[config.mk]
export PLATFORM = sky130hd
export DESIGN_NAME = wgb_bank
export DESIGN_NICKNAME = d
export VERILOG_FILES = /design/src/rtl/wgb_pkg.sv /design/src/rtl/wgb_regs.sv /design/src/rtl/wgb_gen.sv /design/src/rtl/wgb_pinmux.sv /design/src/rtl/wgb_bank.sv
export SDC_FILE = /design/constraint.sdc
export NUM_CORES = 2
export LEC_CHECK = 0
export ABC_AREA = 1
export BUFFER_PORTS_ARGS = -buffer_cell sky130_fd_sc_hd__buf_4
export CORE_UTILIZATION = 67
export CTS_BUF_LIST = sky130_fd_sc_hd__clkbuf_4 sky130_fd_sc_hd__clkbuf_8
export DETAILED_ROUTE_END_ITERATION = 10
export PLACE_DENSITY = 0.86
export RECOVER_POWER = 50
export SLEW_MARGIN = 10
export SYNTH_ARGS = -nofsm -noshare
export SYNTH_HDL_FRONTEND = slang
export SYNTH_SLANG_ARGS = --single-unit
export TNS_END_PERCENT = 50
[constraint.sdc]
create_clock -name clk_i -period 4.5 [get_ports clk_i]
set_clock_uncertainty 0.15 [all_clocks]
set_input_delay 0.675 -clock clk_i [delete_from_list [all_inputs] [get_ports clk_i]]
set_output_delay 0.675 -clock clk_i [all_outputs]
set_load 0.005 [all_outputs]
[src/rtl/wgb_pkg.sv]
package wgb_pkg;
  localparam int PER_W          = 8;
  localparam int DUTY_W         = 8;
  localparam int NIB_W          = 4;
  localparam int PERS_PER_WORD  = 32 / PER_W;
  localparam int DUTY_PER_WORD  = 32 / (2 * DUTY_W);
  localparam int PINS_PER_WORD  = 32 / NIB_W;

  function automatic int ceil_div(int a, int b);
    return (a + b - 1) / b;
  endfunction
endpackage

[src/rtl/wgb_regs.sv]
module wgb_regs
  import wgb_pkg::*;
#(
  parameter int NUM_GEN = 8,
  parameter int NUM_DIR = 16,
  parameter int NUM_SER = 17,
  parameter int AW      = 4,
  localparam int NUM_PINS = NUM_DIR + NUM_SER,
  localparam int SEL_W    = $clog2(NUM_GEN)
) (
  input  logic               clk_i,
  input  logic               rst_ni,
  input  logic               we_i,
  input  logic [AW-1:0]      addr_i,
  input  logic [31:0]        wdata_i,
  output logic [31:0]        rdata_o,
  output logic [PER_W-1:0]   per_o   [NUM_GEN],
  output logic [DUTY_W-1:0]  hi_o    [NUM_GEN],
  output logic [DUTY_W-1:0]  lo_o    [NUM_GEN],
  output logic               pin_en_o  [NUM_PINS],
  output logic [SEL_W-1:0]   pin_sel_o [NUM_PINS]
);
  localparam int PER_BASE   = 0;
  localparam int PER_WORDS  = ceil_div(NUM_GEN, PERS_PER_WORD);
  localparam int DUTY_BASE  = PER_BASE + PER_WORDS;
  localparam int DUTY_WORDS = ceil_div(NUM_GEN, DUTY_PER_WORD);
  localparam int DMAP_BASE  = DUTY_BASE + DUTY_WORDS;
  localparam int DMAP_WORDS = ceil_div(NUM_DIR, PINS_PER_WORD);
  localparam int SMAP_BASE  = DMAP_BASE + DMAP_WORDS;

  logic [31:0] addr_ext;
  assign addr_ext = 32'(addr_i);

  function automatic int pin_word(int p);
    return (p < NUM_DIR) ? DMAP_BASE + p / PINS_PER_WORD
                         : SMAP_BASE + (p - NUM_DIR) / PINS_PER_WORD;
  endfunction

  function automatic int pin_nib(int p);
    return ((p < NUM_DIR) ? p : p - NUM_DIR) % PINS_PER_WORD;
  endfunction

  always_ff @(posedge clk_i or negedge rst_ni) begin
    if (!rst_ni) begin
      for (int g = 0; g < NUM_GEN; g++) begin
        per_o[g] <= '0;
        hi_o[g]  <= '0;
        lo_o[g]  <= '0;
      end
      for (int p = 0; p < NUM_PINS; p++) begin
        pin_en_o[p]  <= 1'b0;
        pin_sel_o[p] <= '0;
      end
    end else if (we_i) begin
      for (int g = 0; g < NUM_GEN; g++) begin
        if (addr_ext == 32'(PER_BASE + g / PERS_PER_WORD))
          per_o[g] <= wdata_i[(g % PERS_PER_WORD) * PER_W +: PER_W];
        if (addr_ext == 32'(DUTY_BASE + g / DUTY_PER_WORD)) begin
          hi_o[g] <= wdata_i[(g % DUTY_PER_WORD) * 2 * DUTY_W +: DUTY_W];
          lo_o[g] <= wdata_i[(g % DUTY_PER_WORD) * 2 * DUTY_W + DUTY_W +: DUTY_W];
        end
      end
      for (int p = 0; p < NUM_PINS; p++) begin
        if (addr_ext == 32'(pin_word(p))) begin
          pin_en_o[p]  <= wdata_i[pin_nib(p) * NIB_W + NIB_W - 1];
          pin_sel_o[p] <= wdata_i[pin_nib(p) * NIB_W +: SEL_W];
        end
      end
    end
  end

  always_comb begin
    rdata_o = '0;
    for (int g = 0; g < NUM_GEN; g++) begin
      if (addr_ext == 32'(PER_BASE + g / PERS_PER_WORD))
        rdata_o[(g % PERS_PER_WORD) * PER_W +: PER_W] = per_o[g];
      if (addr_ext == 32'(DUTY_BASE + g / DUTY_PER_WORD)) begin
        rdata_o[(g % DUTY_PER_WORD) * 2 * DUTY_W +: DUTY_W]          = hi_o[g];
        rdata_o[(g % DUTY_PER_WORD) * 2 * DUTY_W + DUTY_W +: DUTY_W] = lo_o[g];
      end
    end
    for (int p = 0; p < NUM_PINS; p++) begin
      if (addr_ext == 32'(pin_word(p))) begin
        rdata_o[pin_nib(p) * NIB_W + NIB_W - 1]  = pin_en_o[p];
        rdata_o[pin_nib(p) * NIB_W +: SEL_W]     = pin_sel_o[p];
      end
    end
  end
endmodule

[src/rtl/wgb_gen.sv]
module wgb_gen
  import wgb_pkg::*;
(
  input  logic              clk_i,
  input  logic              rst_ni,
  input  logic              tick_i,
  input  logic [PER_W-1:0]  per_i,
  input  logic [DUTY_W-1:0] hi_i,
  input  logic [DUTY_W-1:0] lo_i,
  output logic              wave_o
);
  localparam int STEP_W = DUTY_W + 1;

  logic [PER_W-1:0]  act_per_q, pre_q;
  logic [DUTY_W-1:0] act_hi_q, act_lo_q;
  logic [STEP_W-1:0] step_q, step_sum, last_step;
  logic running, pre_end, cyc_end;

  assign step_sum  = STEP_W'(act_hi_q) + STEP_W'(act_lo_q);
  assign last_step = (step_sum == '0) ? '0 : step_sum - 1'b1;
  assign running   = act_per_q != '0;
  assign pre_end   = pre_q == act_per_q - 1'b1;
  assign cyc_end   = tick_i && running && pre_end && (step_q == last_step);

  // idle generators track the programmed values; running ones reload only at period end
  always_ff @(posedge clk_i or negedge rst_ni) begin
    if (!rst_ni) begin
      act_per_q <= '0;
      act_hi_q  <= '0;
      act_lo_q  <= '0;
      pre_q     <= '0;
      step_q    <= '0;
    end else if (!running || cyc_end) begin
      act_per_q <= per_i;
      act_hi_q  <= hi_i;
      act_lo_q  <= lo_i;
      pre_q     <= '0;
      step_q    <= '0;
    end else if (tick_i) begin
      if (pre_end) begin
        pre_q  <= '0;
        step_q <= step_q + 1'b1;
      end else begin
        pre_q  <= pre_q + 1'b1;
      end
    end
  end

  assign wave_o = running && (step_q < STEP_W'(act_hi_q));

  a_r4_hold_without_tick: assert property (@(posedge clk_i) disable iff (!rst_ni)
    (running && !tick_i) |=> ($stable(step_q) && $stable(pre_q)));

  a_r4_step_in_range: assert property (@(posedge clk_i) disable iff (!rst_ni)
    running |-> ((step_q <= last_step) && (pre_q < act_per_q)));

  a_r7_cfg_held_mid_period: assert property (@(posedge clk_i) disable iff (!rst_ni)
    (running && !cyc_end) |=> ($stable(act_per_q) && $stable(act_hi_q) && $stable(act_lo_q)));

  a_r6_full_on_high: assert property (@(posedge clk_i) disable iff (!rst_ni)
    (running && act_hi_q == '1 && act_lo_q == '0) |-> wave_o);

  a_r5_idle_restarts: assert property (@(posedge clk_i) disable iff (!rst_ni)
    !running |=> (step_q == '0 && pre_q == '0));
endmodule

[src/rtl/wgb_pinmux.sv]
module wgb_pinmux #(
  parameter int NUM_GEN  = 8,
  parameter int NUM_PINS = 33,
  localparam int SEL_W   = $clog2(NUM_GEN)
) (
  input  logic [NUM_GEN-1:0]  wave_i,
  input  logic                pin_en_i  [NUM_PINS],
  input  logic [SEL_W-1:0]    pin_sel_i [NUM_PINS],
  output logic [NUM_PINS-1:0] pins_o
);
  for (genvar p = 0; p < NUM_PINS; p++) begin : g_pin
    assign pins_o[p] = pin_en_i[p] & wave_i[pin_sel_i[p]];
  end
endmodule

[src/rtl/wgb_bank.sv]
module wgb_bank
  import wgb_pkg::*;
#(
  parameter int NUM_GEN = 8,
  parameter int NUM_DIR = 16,
  parameter int NUM_SER = 17,
  localparam int NUM_PINS  = NUM_DIR + NUM_SER,
  localparam int NUM_WORDS = ceil_div(NUM_GEN, PERS_PER_WORD) + ceil_div(NUM_GEN, DUTY_PER_WORD)
                           + ceil_div(NUM_DIR, PINS_PER_WORD) + ceil_div(NUM_SER, PINS_PER_WORD),
  localparam int AW        = $clog2(NUM_WORDS),
  localparam int SEL_W     = $clog2(NUM_GEN)
) (
  input  logic                clk_i,
  input  logic                rst_ni,
  input  logic                tick_i,
  input  logic                reg_we_i,
  input  logic [AW-1:0]       reg_addr_i,
  input  logic [31:0]         reg_wdata_i,
  output logic [31:0]         reg_rdata_o,
  output logic [NUM_PINS-1:0] pins_o
);
  logic [PER_W-1:0]  per [NUM_GEN];
  logic [DUTY_W-1:0] hi  [NUM_GEN];
  logic [DUTY_W-1:0] lo  [NUM_GEN];
  logic              pin_en  [NUM_PINS];
  logic [SEL_W-1:0]  pin_sel [NUM_PINS];
  logic [NUM_GEN-1:0] wave;

  wgb_regs #(
    .NUM_GEN (NUM_GEN),
    .NUM_DIR (NUM_DIR),
    .NUM_SER (NUM_SER),
    .AW      (AW)
  ) u_regs (
    .clk_i     (clk_i),
    .rst_ni    (rst_ni),
    .we_i      (reg_we_i),
    .addr_i    (reg_addr_i),
    .wdata_i   (reg_wdata_i),
    .rdata_o   (reg_rdata_o),
    .per_o     (per),
    .hi_o      (hi),
    .lo_o      (lo),
    .pin_en_o  (pin_en),
    .pin_sel_o (pin_sel)
  );

  for (genvar g = 0; g < NUM_GEN; g++) begin : g_gen
    wgb_gen u_gen (
      .clk_i  (clk_i),
      .rst_ni (rst_ni),
      .tick_i (tick_i),
      .per_i  (per[g]),
      .hi_i   (hi[g]),
      .lo_i   (lo[g]),
      .wave_o (wave[g])
    );
  end

  wgb_pinmux #(
    .NUM_GEN  (NUM_GEN),
    .NUM_PINS (NUM_PINS)
  ) u_pinmux (
    .wave_i    (wave),
    .pin_en_i  (pin_en),
    .pin_sel_i (pin_sel),
    .pins_o    (pins_o)
  );
endmodule

==> reports/qor.txt <==
Final Hold Fails: 0
largest net degree at the start of global routing: 138
post-synthesis mux area share: 0.0250%
Tmin final: 4.36 ns
power share of the clock group: 20.3%
number of synthesized flops with an enable pin: 0
via/cell ratio: 6.06
Worst-path clk slew: 0.06 ns
fin nets: 5732
post-synth top area cell: dfrtp_1
top cells by area, synth: dfrtp_1 41%, nand2_1 17%, nand3_1 6.2%
compound-cell area share of the yosys netlist: 11.1%
WP data required: 3.67 ns
leakage power: 0.0223 uW
final period utilization: 96.8%
CTS tree: built
clk buf depth: 3
Sw Ratio: 46.6%
Post-DRT Antenna Nets: 0
sequential element share of the synthesized area: 40.8%
largest family of logic cells by synthesized area: simple AND/OR/NAND/NOR gates
Reg power frac: 31.2%
Synth Net Count: 5669
RSZ-0062 raised after global routing: no
Clock Tree Root: clkbuf_8
Worst-Skew Late Latency: 0.75 ns
final worst slack: 0.143 ns
DR DRC count: 0
die width: 246 microns
most numerous cell in the Yosys netlist: nand2_1
Post-CTS Setup Bufs: 0
WL final: 120000 microns
combinational fraction of design power: 48.5%
HP Class: in2reg
initial antenna violation count: 5
PwrDens: 669 nW/um^2
failing checks: capacitance limit, slew limit
Final Power: 29200 uW
XOR/XNOR Fraction of Synth Area: 3.69%
Num CTS Buffers: 105
register bit total from synthesis: 652
mapped cell area: 40000 sq um
crit end category: primary output
Internal Power: 15600 uW
Max Cap Viol: 2
Port Buf Inserts: 104
Die ar.: 60700 sq um
Congestion Overflow GR: 0
1st-iter DRT viols: 4617
Post-Synth Simple-Gate Area: 31.8%
die height: 246 microns
Mapped Cells: 5461
Yosys Warn Count: 0
dpl ws: 0.694 ns
vias in the first global route: 35741
row cnt: 89
# IOs: 105
gr usage total: 39.7%
Core Region: 59000 sq um
ys async rst share: 100%
Fin Setup TNS: 0 ns
DP HPWL: 84400 microns
# H-tree levels: 3
drt wl/cell: 18.8 microns
GPL Wtd Cong: 0.992
max_slew headroom: -47.3%
Area growth syn-to-layout: 9.16%
Adder-Cell Fraction of Synth Area: 5.41%
Starting Density: 67.7%
fraction of layout cells with a size suffix above 1: 7.99%
first-pass GRT wire length: 190000 microns
commonest cells in the netlist: 1859 x nand2_1, 652 x dfrtp_1, 495 x nand3_1, 490 x inv_1, 421 x o21ai_0
Worst Max-Slew Pin Slew: 2.21 ns
ys flop type: dfrtp_1
Pins Over Slew Limit: 146
startpoint class of the critical path: register
# fillers: 4509
via count: 38724
Cell variety after synth: 57
maximum vdd drop: 465 uV
Detailed Routing Iterations Pass 1: 7
Sw Pwr: 13600 uW
outcome: complete, but fails checks
Finish-stage setup viols: 0
CP max FO: 8
Syn Area/Cell: 7.32 sq um
CTS Sinks: 652
Arr. time, crit path: 3.53 ns
kind of critical path: reg2out
achievable frequency: 0.230 GHz
Yosys top cell area share: 40.8%
## path summary, 6_finish.rpt
path | from | end | slack (ns) | depth (start not counted)
worst max-delay path | g_gen[2].u_gen.act_hi_q[4] | pins_o[0] | 0.14 | 11
worst min-delay path | tick_i | g_gen[3].u_gen.pre_q[0] | 0.22 | 3
worst max register to register | g_gen[6].u_gen.act_hi_q[0] | g_gen[6].u_gen.act_hi_q[1] | 0.63 | 17
worst min register to register | u_regs.lo_o[4] | g_gen[7].u_gen.act_lo_q[4] | 0.35 | 2
max in group asynchronous | rst_ni | u_regs.pin_sel_o[32] | 0.83 | 3
min in group asynchronous | rst_ni | g_gen[2].u_gen.pre_q[6] | 0.98 | 2
## cells by family (layout without fill, tap and decap cells)
kind of cell / after synthesis / in the layout
DFF: 652 / 652
buffers and inverters: 702 / 851
adders and majority gates: 168 / 168
other: 0 / 4
xor gates and xnor gates: 165 / 165
AOI/OAI and AO/OA: 807 / 807
and+or+nand+nor: 2966 / 2966
muxes: 1 / 1
## registers in the layout (all words and copies together), names as in the netlist
register / flops
g_gen.u_gen.act_lo_q: 64
g_gen.u_gen.step_q: 72
u_regs.per_o: 64
g_gen.u_gen.act_per_q: 64
u_regs.pin_sel_o: 99
u_regs.pin_en_o: 33
u_regs.hi_o: 64
g_gen.u_gen.act_hi_q: 64
g_gen.u_gen.pre_q: 64
u_regs.lo_o: 64
## worst max-delay path, stage by stage, from the launching register on
cell	delay, ns
dfrtp_1	0.44
inv_1	0.08
ha_1	0.29
a21oi_1	0.14
o21ai_0	0.09
nand2_1	0.06
nand4_1	0.54
buf_4	0.43
a21oi_1	0.15
a211oi_1	0.06
nor2_1	0.33
buf_4	0.19
## power by group through the flow
stage / Clock, uW / Combinational [uW] / Sequential (uW)
2_1_floorplan: 0 / 10700 / 8360
3_3_place_gp: 0 / 13300 / 9040
3_5_place_dp: 0 / 13800 / 9060
4_1_cts: 5920 / 13900 / 8990
5_1_grt: 6180 / 15800 / 9200
6_report: 5910 / 14200 / 9100
## routing by layer
layer | wire [microns] | vias up | part of all wire, % | GRT usage [%]
met1 | 47400 | 17962 | 39 | 53.8
li1 | - | 18019 | - | -
met3 | 15000 | 472 | 12 | 10.6
met5 | 21 | - | 0.017 | 0
met2 | 51400 | 2267 | 43 | 58.4
met4 | 6520 | 4 | 5.4 | 20.5
## final cells by class
class                   instances  area (sq um)  share of cell area (%)
diodes                          4          10.0                  0.0229
clock buffers                 163          2050                    4.70
clock inverters                30           384                   0.880
inverters                     502          1880                    4.32
multi-input cells            4107         20800                    47.8
flip-flops and latches        652         16300                    37.4
well taps                     773           967                    2.22
repair buffers                156          1190                    2.73
## layout by cell type, fill, tap and decap left out, types with 12 or more instances in the layout
master	synthesis	layout
clkbuf_8	0	132
nand3_1	495	495
nor3_1	49	49
ha_1	160	160
nor2_1	312	303
buf_4	2	139
nor2_2	19	28
clkbuf_4	0	33
o21ai_0	421	421
xor2_1	103	103
a21oi_1	255	255
nand3b_1	35	35
a22o_1	20	20
inv_1	490	490
a221oi_1	41	41
nand2_1	1859	1851
dfrtp_1	652	652
nand2_4	13	13
nand4_1	112	112
clkinv_2	0	15
nand2_2	9	17
xnor2_1	59	59
or2_2	12	12
## metrics by stage
stage | cell area, sq um | instances | utilization (%) | hold slack, ns
2_1_floorplan | 40000 | 5461 | - | 0.229
3_3_place_gp | 41300 | 6189 | 69.9 | 0.326
3_5_place_dp | 41300 | 6189 | 69.9 | 0.334
4_1_cts | 43700 | 6383 | 74.1 | 0.186
5_1_grt | 43600 | 6384 | 73.9 | 0.205
6_report | 43600 | 6387 | 73.9 | 0.222
## what timing repair did
item | in CTS | in global routing
setup endpoints to repair | 0 | 16
gates resized for setup | 0 | 3
hold buffers | 1 | 0
endpoints found under the hold margin | 72 | 0
(Power assumes the default switching activity.)
